`src/rtl/cal_pkg.sv`:
```
package cal_pkg;
  localparam int ADDR_W = 6;
  localparam int DAY_W  = 15;
  localparam int NFIELD = 3;

  localparam logic [ADDR_W-1:0] A_CTRL  = 6'h14;
  localparam logic [ADDR_W-1:0] A_SEC   = 6'h15;
  localparam logic [ADDR_W-1:0] A_MIN   = 6'h16;
  localparam logic [ADDR_W-1:0] A_HOUR  = 6'h17;
  localparam logic [ADDR_W-1:0] A_DLO   = 6'h18;
  localparam logic [ADDR_W-1:0] A_DHI   = 6'h19;
  localparam logic [ADDR_W-1:0] A_AMIN  = 6'h1A;
  localparam logic [ADDR_W-1:0] A_AHOUR = 6'h1B;
  localparam logic [ADDR_W-1:0] A_ADLO  = 6'h1C;
  localparam logic [ADDR_W-1:0] A_ADHI  = 6'h1D;

  localparam int B_RUN  = 0;
  localparam int B_IE   = 1;
  localparam int B_FLAG = 2;
  localparam int B_MEN  = 3;
  localparam int B_HEN  = 4;
  localparam int B_DEN  = 5;
  localparam int B_BUSY = 7;

  // field index 0 = seconds, 1 = minutes, 2 = hours
  function automatic logic [7:0] field_limit(input int idx);
    return (idx == 2) ? 8'h23 : 8'h59;
  endfunction

  function automatic logic [7:0] bcd_step(input logic [7:0] v);
    if (v[3:0] >= 4'd9) return {v[7:4] + 4'd1, 4'd0};
    else                return {v[7:4], v[3:0] + 4'd1};
  endfunction
endpackage

```
`src/rtl/cal_bcd_field.sv`:
```
module cal_bcd_field #(
  parameter logic [7:0] MAXV = 8'h59
) (
  input  logic       clk,
  input  logic       rst,
  input  logic       inc,
  input  logic       ld,
  input  logic [7:0] ld_val,
  output logic [7:0] val,
  output logic       carry
);
  import cal_pkg::*;

  logic [7:0] val_q;

  assign carry = inc && (val_q == MAXV);
  assign val   = val_q;

  always_ff @(posedge clk) begin
    if (rst)       val_q <= 8'h00;
    else if (ld)   val_q <= ld_val;
    else if (inc)  val_q <= carry ? 8'h00 : bcd_step(val_q);
  end

  AST_FIELD_WRAP: assert property (@(posedge clk) disable iff (rst)
    (inc && !ld && val_q == MAXV) |=> (val_q == 8'h00));
endmodule

```
`src/rtl/cal_day_count.sv`:
```
module cal_day_count #(
  parameter int DW = 15
) (
  input  logic          clk,
  input  logic          rst,
  input  logic          inc,
  input  logic          ld_lo,
  input  logic          ld_hi,
  input  logic [7:0]    ld_val,
  output logic [DW-1:0] day
);
  localparam int HI_W = DW - 8;

  logic [DW-1:0] day_q;
  assign day = day_q;

  always_ff @(posedge clk) begin
    if (rst)        day_q <= '0;
    else if (ld_lo) day_q[7:0] <= ld_val;
    else if (ld_hi) day_q[DW-1:8] <= ld_val[HI_W-1:0];
    else if (inc)   day_q <= day_q + 1'b1;
  end

  AST_DAY_WRAP: assert property (@(posedge clk) disable iff (rst)
    (inc && !ld_lo && !ld_hi && (&day_q)) |=> (day_q == '0));
endmodule

```
`src/rtl/cal_clock_core.sv`:
```
module cal_clock_core
  import cal_pkg::*;
(
  input  logic             clk,
  input  logic             rst,
  input  logic             step,
  input  logic [NFIELD-1:0] ld_field,
  input  logic             ld_dlo,
  input  logic             ld_dhi,
  input  logic [7:0]       ld_val,
  output logic [7:0]       sec,
  output logic [7:0]       min,
  output logic [7:0]       hour,
  output logic [DAY_W-1:0] day
);
  logic [NFIELD:0] chain;
  logic [7:0]      fval [NFIELD];

  assign chain[0] = step;

  for (genvar i = 0; i < NFIELD; i++) begin : g_field
    cal_bcd_field #(.MAXV(field_limit(i))) u_field (
      .clk    (clk),
      .rst    (rst),
      .inc    (chain[i]),
      .ld     (ld_field[i]),
      .ld_val (ld_val),
      .val    (fval[i]),
      .carry  (chain[i+1])
    );
  end

  cal_day_count #(.DW(DAY_W)) u_day (
    .clk    (clk),
    .rst    (rst),
    .inc    (chain[NFIELD]),
    .ld_lo  (ld_dlo),
    .ld_hi  (ld_dhi),
    .ld_val (ld_val),
    .day    (day)
  );

  assign sec  = fval[0];
  assign min  = fval[1];
  assign hour = fval[2];
endmodule

```
`src/rtl/cal_alarm.sv`:
```
module cal_alarm
  import cal_pkg::*;
(
  input  logic             clk,
  input  logic             rst,
  input  logic             ld_min,
  input  logic             ld_hour,
  input  logic             ld_dlo,
  input  logic             ld_dhi,
  input  logic [7:0]       ld_val,
  input  logic             en_min,
  input  logic             en_hour,
  input  logic             en_day,
  input  logic [7:0]       t_sec,
  input  logic [7:0]       t_min,
  input  logic [7:0]       t_hour,
  input  logic [DAY_W-1:0] t_day,
  output logic [7:0]       a_min,
  output logic [7:0]       a_hour,
  output logic [DAY_W-1:0] a_day,
  output logic             hit
);
  localparam int HI_W = DAY_W - 8;

  always_ff @(posedge clk) begin
    if (rst) begin
      a_min  <= 8'h00;
      a_hour <= 8'h00;
      a_day  <= '0;
    end else begin
      if (ld_min)  a_min  <= ld_val;
      if (ld_hour) a_hour <= ld_val;
      if (ld_dlo)  a_day[7:0] <= ld_val;
      if (ld_dhi)  a_day[DAY_W-1:8] <= ld_val[HI_W-1:0];
    end
  end

  logic any_en, m_ok, h_ok, d_ok;
  assign any_en = en_min | en_hour | en_day;
  assign m_ok   = !en_min  || (t_min  == a_min);
  assign h_ok   = !en_hour || (t_hour == a_hour);
  assign d_ok   = !en_day  || (t_day  == a_day);
  assign hit    = any_en && m_ok && h_ok && d_ok && (t_sec == 8'h00);
endmodule

```
`src/rtl/cal_calendar.sv`:
```
module cal_calendar
  import cal_pkg::*;
#(
  parameter int BUSY_CYC = 2
) (
  input  logic              clk,
  input  logic              rst,
  input  logic              sec_tick,
  input  logic [ADDR_W-1:0] reg_addr,
  input  logic              reg_wr,
  input  logic [7:0]        wr_data,
  output logic [7:0]        rd_data,
  output logic              alarm_irq
);
  localparam int BCW = $clog2(BUSY_CYC + 1);

  logic           run_q, ie_q, flag_q, men_q, hen_q, den_q;
  logic [BCW-1:0] busy_cnt;
  logic           busy, step, stepped_q, wr_ok;
  logic           hit;

  logic [7:0]       sec, min, hour, a_min, a_hour;
  logic [DAY_W-1:0] day, a_day;

  assign busy  = (busy_cnt != '0);
  assign step  = sec_tick && run_q;
  assign wr_ok = reg_wr && !busy && !step;

  logic w_ctrl, w_sec, w_min, w_hour, w_dlo, w_dhi;
  logic w_amin, w_ahour, w_adlo, w_adhi;
  assign w_ctrl  = wr_ok && (reg_addr == A_CTRL);
  assign w_sec   = wr_ok && (reg_addr == A_SEC);
  assign w_min   = wr_ok && (reg_addr == A_MIN);
  assign w_hour  = wr_ok && (reg_addr == A_HOUR);
  assign w_dlo   = wr_ok && (reg_addr == A_DLO);
  assign w_dhi   = wr_ok && (reg_addr == A_DHI);
  assign w_amin  = wr_ok && (reg_addr == A_AMIN);
  assign w_ahour = wr_ok && (reg_addr == A_AHOUR);
  assign w_adlo  = wr_ok && (reg_addr == A_ADLO);
  assign w_adhi  = wr_ok && (reg_addr == A_ADHI);

  cal_clock_core u_core (
    .clk      (clk),
    .rst      (rst),
    .step     (step),
    .ld_field ({w_hour, w_min, w_sec}),
    .ld_dlo   (w_dlo),
    .ld_dhi   (w_dhi),
    .ld_val   (wr_data),
    .sec      (sec),
    .min      (min),
    .hour     (hour),
    .day      (day)
  );

  cal_alarm u_alarm (
    .clk     (clk),
    .rst     (rst),
    .ld_min  (w_amin),
    .ld_hour (w_ahour),
    .ld_dlo  (w_adlo),
    .ld_dhi  (w_adhi),
    .ld_val  (wr_data),
    .en_min  (men_q),
    .en_hour (hen_q),
    .en_day  (den_q),
    .t_sec   (sec),
    .t_min   (min),
    .t_hour  (hour),
    .t_day   (day),
    .a_min   (a_min),
    .a_hour  (a_hour),
    .a_day   (a_day),
    .hit     (hit)
  );

  // settle window and control byte
  always_ff @(posedge clk) begin
    if (rst) begin
      busy_cnt  <= '0;
      stepped_q <= 1'b0;
      run_q <= 1'b0; ie_q <= 1'b0; flag_q <= 1'b0;
      men_q <= 1'b0; hen_q <= 1'b0; den_q <= 1'b0;
      alarm_irq <= 1'b0;
    end else begin
      stepped_q <= step;
      if (step)      busy_cnt <= BCW'(BUSY_CYC);
      else if (busy) busy_cnt <= busy_cnt - 1'b1;
      if (w_ctrl) begin
        run_q <= wr_data[B_RUN];
        ie_q  <= wr_data[B_IE];
        men_q <= wr_data[B_MEN];
        hen_q <= wr_data[B_HEN];
        den_q <= wr_data[B_DEN];
        if (wr_data[B_FLAG]) flag_q <= 1'b0;
      end
      if (stepped_q && hit) flag_q <= 1'b1;
      alarm_irq <= flag_q && ie_q;
    end
  end

  // registered read port
  always_ff @(posedge clk) begin
    if (rst) rd_data <= 8'h00;
    else begin
      case (reg_addr)
        A_CTRL:  rd_data <= {busy, 1'b0, den_q, hen_q, men_q, flag_q, ie_q, run_q};
        A_SEC:   rd_data <= sec;
        A_MIN:   rd_data <= min;
        A_HOUR:  rd_data <= hour;
        A_DLO:   rd_data <= day[7:0];
        A_DHI:   rd_data <= 8'(day[DAY_W-1:8]);
        A_AMIN:  rd_data <= a_min;
        A_AHOUR: rd_data <= a_hour;
        A_ADLO:  rd_data <= a_day[7:0];
        A_ADHI:  rd_data <= 8'(a_day[DAY_W-1:8]);
        default: rd_data <= 8'h00;
      endcase
    end
  end

  AST_BUSY_ON_STEP: assert property (@(posedge clk) disable iff (rst)
    step |=> busy);
  AST_STOPPED_HOLDS: assert property (@(posedge clk) disable iff (rst)
    (!run_q && !wr_ok) |=> $stable(sec));
  AST_BUSY_WRITE_DROPPED: assert property (@(posedge clk) disable iff (rst)
    (reg_wr && busy && !step && reg_addr == A_SEC) |=> $stable(sec));
  AST_NO_ENABLE_NO_FLAG: assert property (@(posedge clk) disable iff (rst)
    (!flag_q && !men_q && !hen_q && !den_q) |=> !flag_q);
  AST_FLAG_W1C: assert property (@(posedge clk) disable iff (rst)
    (w_ctrl && wr_data[B_FLAG]) |=> !flag_q);
  AST_IRQ_BEHIND_FLAG: assert property (@(posedge clk) disable iff (rst)
    $rose(alarm_irq) |-> $past(flag_q));
endmodule

```
`config.mk`:
```
export PLATFORM = sky130hd
export DESIGN_NAME = cal_calendar
export DESIGN_NICKNAME = d
export VERILOG_FILES = /design/src/rtl/cal_pkg.sv /design/src/rtl/cal_bcd_field.sv /design/src/rtl/cal_day_count.sv /design/src/rtl/cal_clock_core.sv /design/src/rtl/cal_alarm.sv /design/src/rtl/cal_calendar.sv
export SDC_FILE = /design/constraint.sdc
export NUM_CORES = 1
export LEC_CHECK = 0
export BUFFER_PORTS_ARGS = -buffer_cell sky130_fd_sc_hd__clkbuf_2
export CAP_MARGIN = 20
export CORE_MARGIN = 2
export CORE_UTILIZATION = 30
export CTS_CLUSTER_SIZE = 25
export DETAILED_ROUTE_END_ITERATION = 8
export PLACE_DENSITY_LB_ADDON = 0.1
export SLEW_MARGIN = 40
export SYNTH_ARGS = -nofsm -noshare
export SYNTH_HDL_FRONTEND = slang
export SYNTH_SLANG_ARGS = --single-unit
```
`constraint.sdc`:
```
create_clock -name clk -period 1.9 [get_ports clk]
set_input_delay 0.38 -clock clk [delete_from_list [all_inputs] [get_ports clk]]
set_output_delay 0.38 -clock clk [all_outputs]
set_load 0.02 [all_outputs]
```
**Yosys cells after proc, flatten, opt, wreduce, memory -nomap -nowiden**

Index checks and enable logic that the tools add are counted.

- Register bits after elaboration: 88
- Bits of input ports: 18
- Output and inout port bits: 9
- Word-level logic and storage cells: 126

- Add/sub/neg operators: 8
- Order comparisons: 3
- Eq/ne operators: 17
- Mux-type cells: 22
- Bitwise operators: 3
- Reductions and logical operators: 50

Operators with widths:

| cell | count |
|---|---|
| two-way mux 8 bit | 14 |
| one-hot mux 8 bit (10 select lines) | 1 |
| == test 6 x 5 -> 1 bit, second input constant | 10 |
| adder 4 x 1 -> 4 bit, second input constant | 6 |
| logical AND 1 bit | 22 |
| nonzero test 2 bit | 9 |
| == test 8 x 7 -> 1 bit, second input constant | 2 |
| == test 8 bit | 2 |
| adder 15 x 1 -> 15 bit, second input constant | 1 |
| == test 15 bit | 1 |
| two-way mux 15 bit | 1 |
| greater-or-equal comparator 4 bit, second input constant | 3 |
| AND reduction 2 bit | 6 |
| nonzero test 3 bit | 3 |
| == test 8 x 6 -> 1 bit, second input constant | 1 |
| logical NOT 8 bit | 1 |
| two-way mux 7 bit | 1 |
| logical NOT 1 bit | 5 |
| two-way mux 2 bit | 2 |
| logical OR 1 bit | 3 |
| two-way mux 1 bit | 3 |
| inequality test 2 x 1 -> 1 bit, second input constant | 1 |
| bitwise OR 1 bit | 2 |
| OR reduction 2 bit | 1 |
| 2 further kinds | 2 |

**Depth between registers and ports, before layout**

Gate-level depths: netlist of run 1.

- Depth after elaboration: 9
- Mapped depth: 8

**Modules after synthesis**

From an unflattened synthesis of run 1, not the netlist that was laid out.

- Cell total of the unflattened synthesis: 597
- Area, all modules: 5431.5 µm²

Modules (own cells, without submodules):

| module | times used | cells each | area each (µm²) | sequential area each (µm²) |
|---|---|---|---|---|
| cal_alarm | 1 | 148 | 1475.2 | 620.6 |
| cal_calendar | 1 | 140 | 1328.8 | 360.3 |
| cal_bcd_field (u_core.g_field[0].u_field ...) | 2 | 66 | 589.3 | 160.2 |
| cal_day_count | 1 | 112 | 892.1 | 300.3 |
| cal_bcd_field (u_core.g_field[2].u_field) | 1 | 65 | 556.8 | 160.2 |

**Worst setup path before layout of run 1**

No wires, ideal clock.

- Path kind: reg2reg
- Start point: reg u_core.g_field[1].u_field.val_q[1]
- End point: reg u_core.g_field[1].u_field.val_q[4]
- Library setup time: 70 ps
- Arrival: 1898 ps
- Setup slack: -69 ps
- Cell stages (with the launch flop): 9
- Buffers on the path: 1
- Cells stage by stage: dfxtp_1 -> inv_1 -> ha_1 -> and3_1 -> and4_4 -> buf_6 -> nor3_1 -> or3b_1 -> a21oi_1

- Longest elaborated chain between the ends: 5
- Elaborated cells between the ends (all ways): 8
- Those cells by class: order compare: 1; eq/ne: 1; mux: 3; reduce/logical: 3

RTL lines:

| item | RTL line | text |
|---|---|---|
| start: declaration | cal_bcd_field.sv:14 | `logic [7:0] val_q;` |
| start signal: assignment | cal_bcd_field.sv:21 | `else if (ld) val_q <= ld_val;` |
| start signal: assignment | cal_bcd_field.sv:22 | `else if (inc) val_q <= carry ? 8'h00 : bcd_step(val_q);` |
| == test 8 x 7 -> 1 bit | cal_bcd_field.sv:16 | `assign carry = inc && (val_q == MAXV);` |
| logical AND 1 bit | cal_bcd_field.sv:16 |  |
| two-way mux 8 bit (2 in a row) | cal_bcd_field.sv:22 |  |
| two-way mux 8 bit | cal_bcd_field.sv:21 |  |

Parallel ways exist; a longest one is shown, timed or not. The select of a mux whose other input is x is not followed.
A chain may end at the register's enable or synchronous reset.

**Final worst setup path of run 1**

- Start point: reg u_core.g_field[0].u_field.val_q[1]
- End point: reg u_core.g_field[1].u_field.val_q[4]

- Longest elaborated chain between the ends: 6
- Elaborated cells between the ends (all ways): 9
- Those cells by class: eq/ne: 1; mux: 3; reduce/logical: 5

RTL lines:

| item | RTL line |
|---|---|
| start: declaration | cal_bcd_field.sv:14 |
| start signal: assignment | cal_bcd_field.sv:21 |
| start signal: assignment | cal_bcd_field.sv:22 |
| == test 8 x 7 -> 1 bit (*) | cal_bcd_field.sv:16 |
| logical AND 1 bit (*) | cal_bcd_field.sv:16 |
| logical AND 1 bit | cal_bcd_field.sv:16 |
| two-way mux 8 bit (2 in a row) | cal_bcd_field.sv:22 |
| two-way mux 8 bit | cal_bcd_field.sv:21 |

Mark *: on every way between the ends. The rest lies on a longest branch, timed or not. The select of a mux whose other input is x is not followed.

==> metrics.yaml, run 1 <==
sta:
  skew_ns: 0.00976
  worst_hold_slack_ns: 0.371
  setup_viol: 0
  max_freq_mhz: 536
  final_max_slew_viol_count: 0
  finalHoldViolations: 0
  rsz0062_at_grt: "yes"
  period_needed_ns: 1.87
  min_period_over_period_pct: 98.3
  max_slew_margin_pct: 69.4
  tightestPinTransition_ns: 0.459
cts:
  insertion_delay_ns: 0.36
  htreeDepth: 3
  numCtsBuffers: 9
  max-clock-path-buffers: 2
  tritoncts: "done"
  cts-root-buf: "clkbuf_16"
  clk_pin_slew_ns: 0.07
  numClockSinks: 88
  cts_hold_buf: 0
floorplan:
  initial_core_util_pct: 30.6
  ioPinCount: 27
  core-area_sq_um: 16600
  placement_rows: 47
  die-area_sq_um: 18000
  fp.dieH_um: 134
  die_width_um: 134
synth:
  synth_flop_cell: "dfxtp_1"
  syn_avg_cell_area_sq_um: 8.14
  synth_edf_count: 0
  synthesis.area_sq_um: 5070
  syn-num-nets: 658
  ys_warn_count: 0
  async_reset_ff_share_pct: 0
  synthCells: 623
  ys_seq_area_share_pct: 34.7
  ys_types: 65
  synth-seq-cells: 88
min_path:
  hold_start: "sec_tick"
  whs_path_depth: 3
  min_to: "stepped_q"
  hp-class: "input port to flip-flop"
drt:
  vias: 5138
  first_pass_iters: 5
  wl_per_cell_um: 20.4
  drc_errors: 0
  routed_wl_um: 19200
  detail_route.iter0.violations: 444
  ant_nets: 0
  vias_per_cell: 5.47
layout:
  fillers: 1699
  regArea_sq_um: 1770
  antenna_cells: 0
  area_growth_syn_to_layout_pct: 28.9
  drive_above_1_share_pct: 24.4
  nets: 750
  multiInputGateArea_sq_um: 3180
setup_path:
  reg2reg_slack_ns: 0.03
  path_cells: "inv_2 -> ha_4 -> nand4_1 -> nor4_2 -> buf_4 -> nor2_4 -> or3b_1 -> a21oi_1"
  required_ns: 2.19
  path_delay_family: "simple AND/OR/NAND/NOR gates"
  rr_endpoint: "u_core.g_field[1].u_field.val[4]"
  reg2reg_depth: 8
  crit_arrival_ns: 2.16
  crit_path_top_delay_cell: "nor4_2"
  crit_buf_inv: 2
  endpoint_kind: "flip-flop"
  timing.rr.start: "u_core.g_field[0].u_field.val[1]"
  critPathKind: "flip-flop to flip-flop"
  cp-start-kind: "flip-flop"
  cp_max_fo: 4
  slowest_delay_ns: 0.37
place:
  hpwlAfterDp_um: 14100
  portBuffers: 26
  gp_congestion: 0.894
grt:
  grt-ovfl-total: 0
  grt_max_degree: 47
  grt_pass1_vias: 4934
  antenna_found_initial: 1
  grt_pass1_wl_um: 29300
  track_usage_pct: 21.7
power:
  power_leakage_nw: 2.34
  total_power_mw: 4.13
  vdd.ir_drop.worst_uv: 502
  cellPowerDensity_nw_per_um2: 631
status:
  status: "finished clean"
flow_run:
  cap_violations: 0
-- registers in the layout (all words and copies together), names as in the netlist, 2 cells and up --
| register | flops |
|---|---|
| rd_data | 8 |
| u_alarm.a_day | 15 |
| u_core.g_field.u_field.val | 24 |
| u_core.u_day.day | 15 |
| busy_cnt | 2 |
| u_alarm.a_min | 8 |
| u_alarm.a_hour | 8 |
-- area by class of cell --
cell class | count | share of cell area (%)
multi-input combinational | 476 | 48.7
sequential | 88 | 27.0
clock buffer | 10 | 3.65
clock inverter | 6 | 1.40
timing repair buffer | 123 | 14.1
inverter | 17 | 0.976
tap | 220 | 4.21
-- per-layer routing --
metal / routed length, um / global-route usage [%] / vias to the layer above
li1: - / - / 2475
met1: 8790 / 29.9 / 2440
met2: 8620 / 33.9 / 177
met3: 1080 / 2.91 / 46
met4: 695 / 9.47 / 0
met5: 0 / 0 / -
-- kinds of logic (layout without fill, tap and decap cells) --
logic type / after synthesis / count (layout) / synth area share (%)
xor gates and xnor gates: 42 / 42 / 7.25
buffers and inverters: 59 / 156 / 4.88
adders and majority gates: 17 / 17 / 4.19
and+or+nand+nor: 248 / 248 / 26.4
muxes: 3 / 3 / 0.641
DFF: 88 / 88 / 34.7
AOI/OAI and AO/OA: 166 / 166 / 21.9
-- cells in the final DEF (no fill, tap or decap), types with 4 or more instances in the layout --
cell type   n
o21ai_0    12
o21a_1      4
nand2_1    71
and2_1      4
xnor2_1    35
dfxtp_2     5
clkbuf_16   9
a221oi_1   16
a31oi_1    10
inv_1      15
and3_1      7
dfxtp_1    83
ha_1       15
nor4_2      4
nor3_1     13
xor2_1      7
a21oi_1    52
buf_12      5
a22o_1      9
nand4_1    13
nand3_1    54
o21ai_1     6
a22oi_1    23
clkbuf_2   26
nand2b_1    8
nor2_1     32
buf_4      92
a211oi_1    8
-- power by group --
group / total, mW / leakage, nW / internal [mW] / switching [mW]
Combinational: 0.248 / 1.47 / 0.0781 / 0.170
Sequential: 1.86 / 0.711 / 1.85 / 0.00872
Clock: 2.02 / 0.163 / 1.20 / 0.822
Total: 4.13 / 2.34 / 3.13 / 1.00
-- worst reg2reg max path, stage by stage, from the launching register on --
cell     delay (ns)
dfxtp_2        0.32
inv_2          0.07
ha_4           0.15
nand4_1        0.15
nor4_2         0.37
buf_4          0.21
nor2_4         0.05
or3b_1         0.36
a21oi_1        0.12
-- worst max-delay path by stage --
stage                                     startpoint                          endpoint  depth (start not counted)
floorplan           u_core.g_field[1].u_field.val[1]  u_core.g_field[1].u_field.val[4]                          8
global placement                            sec_tick              u_core.u_day.day[11]                          8
detailed placement                          sec_tick               u_core.u_day.day[9]                          8
CTS                 u_core.g_field[0].u_field.val[1]               u_core.u_day.day[7]                          8
global route        u_core.g_field[0].u_field.val[1]  u_core.g_field[1].u_field.val[4]                          8
finish              u_core.g_field[0].u_field.val[1]  u_core.g_field[1].u_field.val[4]                          8
-- timing repair --
action,4_1_cts,5_1_grt
pin swaps,1,10
gates resized for setup,7,21
endpoints found under the setup margin,4,26
setup buffers,0,1
-- stage by stage --
| stage | area, sq um | TNS (ns) | std cells | utilization [%] | setup WS (ns) |
|---|---|---|---|---|---|
| finish | 6540 | 0 | 940 | 39.4 | 0.0330 |
| global route | 6540 | -0.139 | 940 | 39.4 | -0.0365 |
| CTS | 6470 | 0 | 939 | 39.0 | 0.00955 |
| detailed placement | 6090 | -0.506 | 923 | 36.7 | -0.0976 |
| global placement | 6090 | -0.397 | 923 | 36.7 | -0.0833 |
| floorplan | 5080 | 0 | 623 | - | 0.0113 |
-- Yosys cell counts, types with 10 or more instances --
| cell | count | area share [%] |
|---|---|---|
| nor2_1 | 33 | 2.4 |
| nand3_1 | 55 | 5.4 |
| a221oi_1 | 16 | 2.8 |
| xnor2_1 | 35 | 6.0 |
| inv_1 | 17 | 1.3 |
| clkbuf_1 | 30 | 2.2 |
| a21oi_1 | 53 | 5.2 |
| ha_1 | 17 | 4.2 |
| nor3_1 | 14 | 1.4 |
| o21ai_0 | 13 | 1.3 |
| a31oi_1 | 10 | 1.2 |
| a22oi_1 | 23 | 3.4 |
| nand4_1 | 13 | 1.6 |
| nand2_1 | 73 | 5.4 |
| dfxtp_1 | 88 | 35 |
No activity file was read; power rests on OpenSTA's default activity.
==> inputs of run 2 (changes only) <==
--- a/config.mk
+++ b/config.mk
@@ -9,3 +9,3 @@
 export CAP_MARGIN = 20
-export CORE_MARGIN = 2
+export CORE_MARGIN = 5
 export CORE_UTILIZATION = 30
==> constraint.sdc (replaced) <==
create_clock -name clk -period 1.9 [get_ports clk]
set_input_delay 0.19 -clock clk [delete_from_list [all_inputs] [get_ports clk]]
set_output_delay 0.19 -clock clk [all_outputs]
set_load 0.02 [all_outputs]
==> run 2 against run 1 <==
Effect of this change: non-clock buffer count down 11; worst setup slack lost 0.065 ns; sequential power hardly changed; sequential share of layout area rose by 0.23 points; cell count shrank 1.4%; hold slack got worse by 0.17 ns; critical path depth did not move; clock power about the same; wire length shrank 1.0%; flip-flop and latch count is the same; the run now ends with setup timing left; register-to-register slack lost 0.07 ns.
==> metrics.yaml, run 2 (synthesized netlist as in run 1, its figures left out) <==
status:
  status: "finished with violations"
  violations: "setup timing"
place:
  portBuffers: 26
  gp_congestion: 0.859
  hpwlAfterDp_um: 13700
sta:
  max_freq_mhz: 517
  setup_viol: 1
  layout_setup_ws_ns: -0.0324
  min_period_over_period_pct: 102
  period_needed_ns: 1.93
  rsz0062_at_grt: "yes"
  tightestPinTransition_ns: 0.483
  finalHoldViolations: 0
  worst_hold_slack_ns: 0.200
  skew_ns: 0.00800
  final_max_slew_viol_count: 0
  max_slew_margin_pct: 67.8
drt:
  drc_errors: 0
  first_pass_iters: 7
  vias: 5120
  vias_per_cell: 5.52
  routed_wl_um: 19000
  ant_nets: 0
  detail_route.iter0.violations: 366
  wl_per_cell_um: 20.5
cts:
  cts-root-buf: "clkbuf_16"
  numClockSinks: 88
  numCtsBuffers: 9
  cts_hold_buf: 0
  tritoncts: "done"
  htreeDepth: 3
  clk_pin_slew_ns: 0.06
  max-clock-path-buffers: 2
  insertion_delay_ns: 0.35
grt:
  grt_pass1_vias: 4803
  grt_max_degree: 41
  antenna_found_initial: 0
  grt-ovfl-total: 0
  grt_pass1_wl_um: 28700
  track_usage_pct: 19.0
flow_run:
  cap_violations: 0
setup_path:
  crit_arrival_ns: 2.22
  crit_path_top_delay_cell: "or3b_1"
  crit_path_end: "u_core.g_field[1].u_field.val[4]"
  rr_endpoint: "u_core.g_field[1].u_field.val[4]"
  cp-start-kind: "flip-flop"
  reg2reg_depth: 8
  reg2reg_slack_ns: -0.03
  critPathKind: "flip-flop to flip-flop"
  required_ns: 2.19
  timing.rr.start: "u_core.g_field[1].u_field.val[5]"
  cp_max_fo: 4
  endpoint_kind: "flip-flop"
  worstSetupStartpoint: "u_core.g_field[1].u_field.val[5]"
  slowest_delay_ns: 0.39
  path_cells: "inv_1 -> ha_1 -> and3_4 -> and4_4 -> buf_4 -> nor3_4 -> or3b_1 -> a21oi_2"
layout:
  most-common-layout-cells: "dfxtp_1 (84), buf_4 (78), nand2_1 (72), nand3_1 (55), a21oi_1 (52)"
  drive_above_1_share_pct: 23.1
  post-route-util_pct: 39.1
  mostFrequentLayoutCell: "dfxtp_1"
  nets: 739
  largest_reg_flops: 24
  antenna_cells: 0
  area_growth_syn_to_layout_pct: 27.8
floorplan:
  die_width_um: 140
  placement_rows: 47
  ioPinCount: 27
  initial_core_util_pct: 30.6
  fp.dieH_um: 140
  die-area_sq_um: 19600
  core-area_sq_um: 16600
power:
  cellPowerDensity_nw_per_um2: 633
  vdd.ir_drop.worst_uv: 449
  total_power_mw: 4.10
  power_leakage_nw: 2.30
min_path:
  hp-class: "input port to flip-flop"
[run 2: metrics by stage]
step	setup WS [ns]	cells	cell area (sq um)	TNS, ns
5_1_grt	-0.139	927	6480	-0.422
2_1_floorplan	0.0113	623	5080	0
3_3_place_gp	-0.00502	904	5950	-0.00502
4_1_cts	0.00362	918	6290	0
6_report	-0.0324	927	6480	-0.0324
3_5_place_dp	-0.0207	904	5950	-0.0207
[run 2: cell type report]
type / instances / area (sq um)
clock inverters: 4 / 95.1
fillers: 1724 / 10100
inverters: 17 / 63.8
clock buffers: 10 / 229
repair buffers: 112 / 872
flip-flops and latches: 88 / 1770
multi-input cells: 476 / 3180
well taps: 220 / 275
[run 2: worst min-delay path by stage]
| stage | start | endpoint | slack, ns | depth (start not counted) |
|---|---|---|---|---|
| finish | rst | u_core.u_day.day[9] | 0.20 | 2 |
| global route | rst | u_core.u_day.day[9] | 0.21 | 2 |
| CTS | rst | u_core.u_day.day[9] | 0.19 | 2 |
| detailed placement | u_alarm.a_min[2] | u_alarm.a_min[2] | 0.48 | 2 |
| global placement | u_alarm.a_day[7] | u_alarm.a_day[7] | 0.47 | 2 |
| floorplan | wr_data[7] | u_alarm.a_day[7] | 0.34 | 2 |
[run 2: power by group]
part           total [mW]  switching, mW  internal, mW
Combinational       0.233          0.164        0.0689
Sequential           1.86        0.00822          1.85
Clock                2.01          0.742          1.27
[run 2: timing repair]
item                                    4_1_cts  5_1_grt
endpoints found under the setup margin        3       22
pin swaps                                     1       10
setup buffers                                 0        8
cloned                                        0        1
gates resized for setup                       3       24
[run 2: critical path, delay by kind of cell (launching register included)]
family,cells,cell delay (ns)
buffers and inverters,2,0.21
AOI/OAI and AO/OA,1,0.12
adders and majority gates,1,0.17
and+or+nand+nor,4,1.04
DFF,1,0.33
[run 2: per-layer routing]
layer  track usage, %  up-vias  routed length [um]
met4             8.06        0                 639
met2             29.0      172                8570
met5                0        -                   0
met3             3.14       48                1000
li1                 -     2448                   -
met1             26.4     2452                8760
==> inputs of run 3 (changes only) <==
Settings changed: CELL_PAD_IN_SITES_DETAIL_PLACEMENT set to 1, CELL_PAD_IN_SITES_GLOBAL_PLACEMENT set to 1.
==> run 3 against run 2 <==
Effect of this change: the flow still finishes with violations (setup timing); cell count stayed put; sequential share of layout area about the same; non-clock buffer count is 2 lower; hold slack lost 0.018 ns; global-route usage is 2.0 points higher; flip-flop and latch count is the same; worst setup slack improved by 0.032 ns; via count is 1.7% higher; sequential power about the same; maximum frequency increased by 1.7%; first-iteration DRC count rose by 5.7%.
==> metrics.yaml, run 3 (synthesized netlist as in run 1, its figures left out) <==
status:
  status: "finished with violations"
  violations: "setup timing"
sta:
  worst_hold_slack_ns: 0.182
  final_max_slew_viol_count: 0
  min_period_over_period_pct: 100
  max_freq_mhz: 526
  fin_tns_setup_ns: -0.0000935
  layout_setup_ws_ns: -0.0000935
  skew_ns: 0.0100
  period_needed_ns: 1.90
  max_slew_margin_pct: 67.8
  setup_viol: 1
  finalHoldViolations: 0
  tightestPinTransition_ns: 0.483
  rsz0062_at_grt: "yes"
drt:
  first_pass_iters: 6
  detail_route.iter0.violations: 387
  routed_wl_um: 20500
  wl_per_cell_um: 22.1
  vias: 5208
  ant_nets: 0
  vias_per_cell: 5.62
  drc_errors: 0
cts:
  cts-root-buf: "clkbuf_16"
  numCtsBuffers: 9
  cts_hold_buf: 0
  insertion_delay_ns: 0.35
  numClockSinks: 88
  clk_pin_slew_ns: 0.07
  htreeDepth: 3
  max-clock-path-buffers: 2
  tritoncts: "done"
setup_path:
  endpoint_kind: "flip-flop"
  required_ns: 2.19
  cp-start-kind: "flip-flop"
  critPathKind: "flip-flop to flip-flop"
  path_cells: "inv_2 -> ha_4 -> buf_6 -> nand4_1 -> nor4_2 -> buf_4 -> nor2_4 -> or3b_4 -> a21oi_2"
  crit_path_top_delay_cell: "or3b_4"
  crit_arrival_ns: 2.19
  cp_max_fo: 4
  slowest_delay_ns: 0.39
place:
  hpwlAfterDp_um: 14900
  portBuffers: 26
  gp_congestion: 0.862
  dpl_cell_area_sq_um: 5950
grt:
  grt_max_degree: 46
  grt-ovfl-total: 0
  top_usage_layer: "met2"
  grtUsageMet3_pct: 2.79
  grt_pass1_vias: 5227
  track_usage_pct: 21.0
  antenna_found_initial: 0
  grt_pass1_wl_um: 31900
  grtUsageMet2_pct: 32.9
  met1_usage_pct: 30.2
power:
  p_sw_mw: 0.958
  pwr-share-clk_pct: 46.9
  cellPowerDensity_nw_per_um2: 611
  p_seq_share_pct: 46.9
  combPwrFrac_pct: 6.2
  power_leakage_nw: 2.30
  swShare_pct: 24.1
  total_power_mw: 3.97
  internal-power_mw: 3.01
  vdd.ir_drop.worst_uv: 419
layout:
  largest_reg_flops: 24
  antenna_cells: 0
  nets: 737
  post-route-util_pct: 39.2
  most-common-layout-cells: "dfxtp_1 (83), buf_4 (77), nand2_1 (67), nand3_1 (54), a21oi_1 (52)"
  drive_above_1_share_pct: 25.5
  finish.instance_area_sq_um: 6490
  area_growth_syn_to_layout_pct: 28.0
  mostFrequentLayoutCell: "dfxtp_1"
floorplan:
  fp.dieH_um: 140
  die-area_sq_um: 19600
  core-area_sq_um: 16600
  initial_core_util_pct: 30.6
  ioPinCount: 27
  die_width_um: 140
  placement_rows: 47
min_path:
  hp-class: "input port to flip-flop"
flow_run:
  cap_violations: 0
run 3: changes by cell type in the layout (fill, tap and decap cells not counted), moves of 2 or more:
cell       before  now
nand2_1        72   67
bufinv_16       3    1
nand2b_4        0    2
nand2b_1        9    6
nor2_2          3    1
clkbuf_8        0    2
nand2_2         2    6
run 3: final timing paths:
path	start	end	slack, ns	cells after the start
setup / recovery	u_core.g_field[0].u_field.val[1]	u_core.g_field[1].u_field.val[4]	-0.00009	9
hold / removal	sec_tick	stepped_q	0.18	3
setup reg to reg	u_core.g_field[0].u_field.val[1]	u_core.g_field[1].u_field.val[4]	-0.00009	9
hold reg to reg	u_alarm.a_day[9]	u_alarm.a_day[9]	0.49	2
run 3: through the flow:
step | setup WS (ns) | cells
2_1_floorplan | 0.0113 | 623
3_3_place_gp | -0.0818 | 905
3_5_place_dp | -0.118 | 905
4_1_cts | 0.00181 | 922
5_1_grt | -0.102 | 927
6_report | -0.0000935 | 927
run 3: worst max-delay path, delay by kind of cell (launching register included):
family                   cells  cell delay [ns]
AND/OR/NAND/NOR              4             0.88
buffers and inverters        3             0.35
flip-flops                   1             0.33
adder cells (fa/ha/maj)      1             0.13
AO/OA/AOI/OAI                1             0.13
run 3: cell type report:
type	count	area, sq um
fill	1992	10100
multi-input combinational	476	3260
sequential	88	1770
timing repair buffer	110	831
tap	220	275
clock buffer	13	260
inverter	17	63.8
clock inverter	3	40.0
run 3: repair_timing:
action,4_1_cts,5_1_grt
pin swaps,2,15
hold endpoints to repair,0,0
setup buffers,1,5
endpoints found under the setup margin,4,58
gates resized for setup,5,44
run 3: power by group through the flow:
stage | Clock, mW | Sequential, mW | Combinational [mW]
detailed placement | 0 | 1.90 | 0.236
CTS | 1.91 | 1.86 | 0.239
global route | 1.98 | 1.86 | 0.261
global placement | 0 | 1.90 | 0.234
finish | 1.86 | 1.86 | 0.246
floorplan | 0 | 1.90 | 0.117
run 3: routing by layer:
metal | vias to the layer above | part of all wire, %
li1 | 2445 | -
met1 | 2618 | 48
met2 | 118 | 45
met3 | 27 | 4.5
met4 | 0 | 1.8
met5 | - | 0
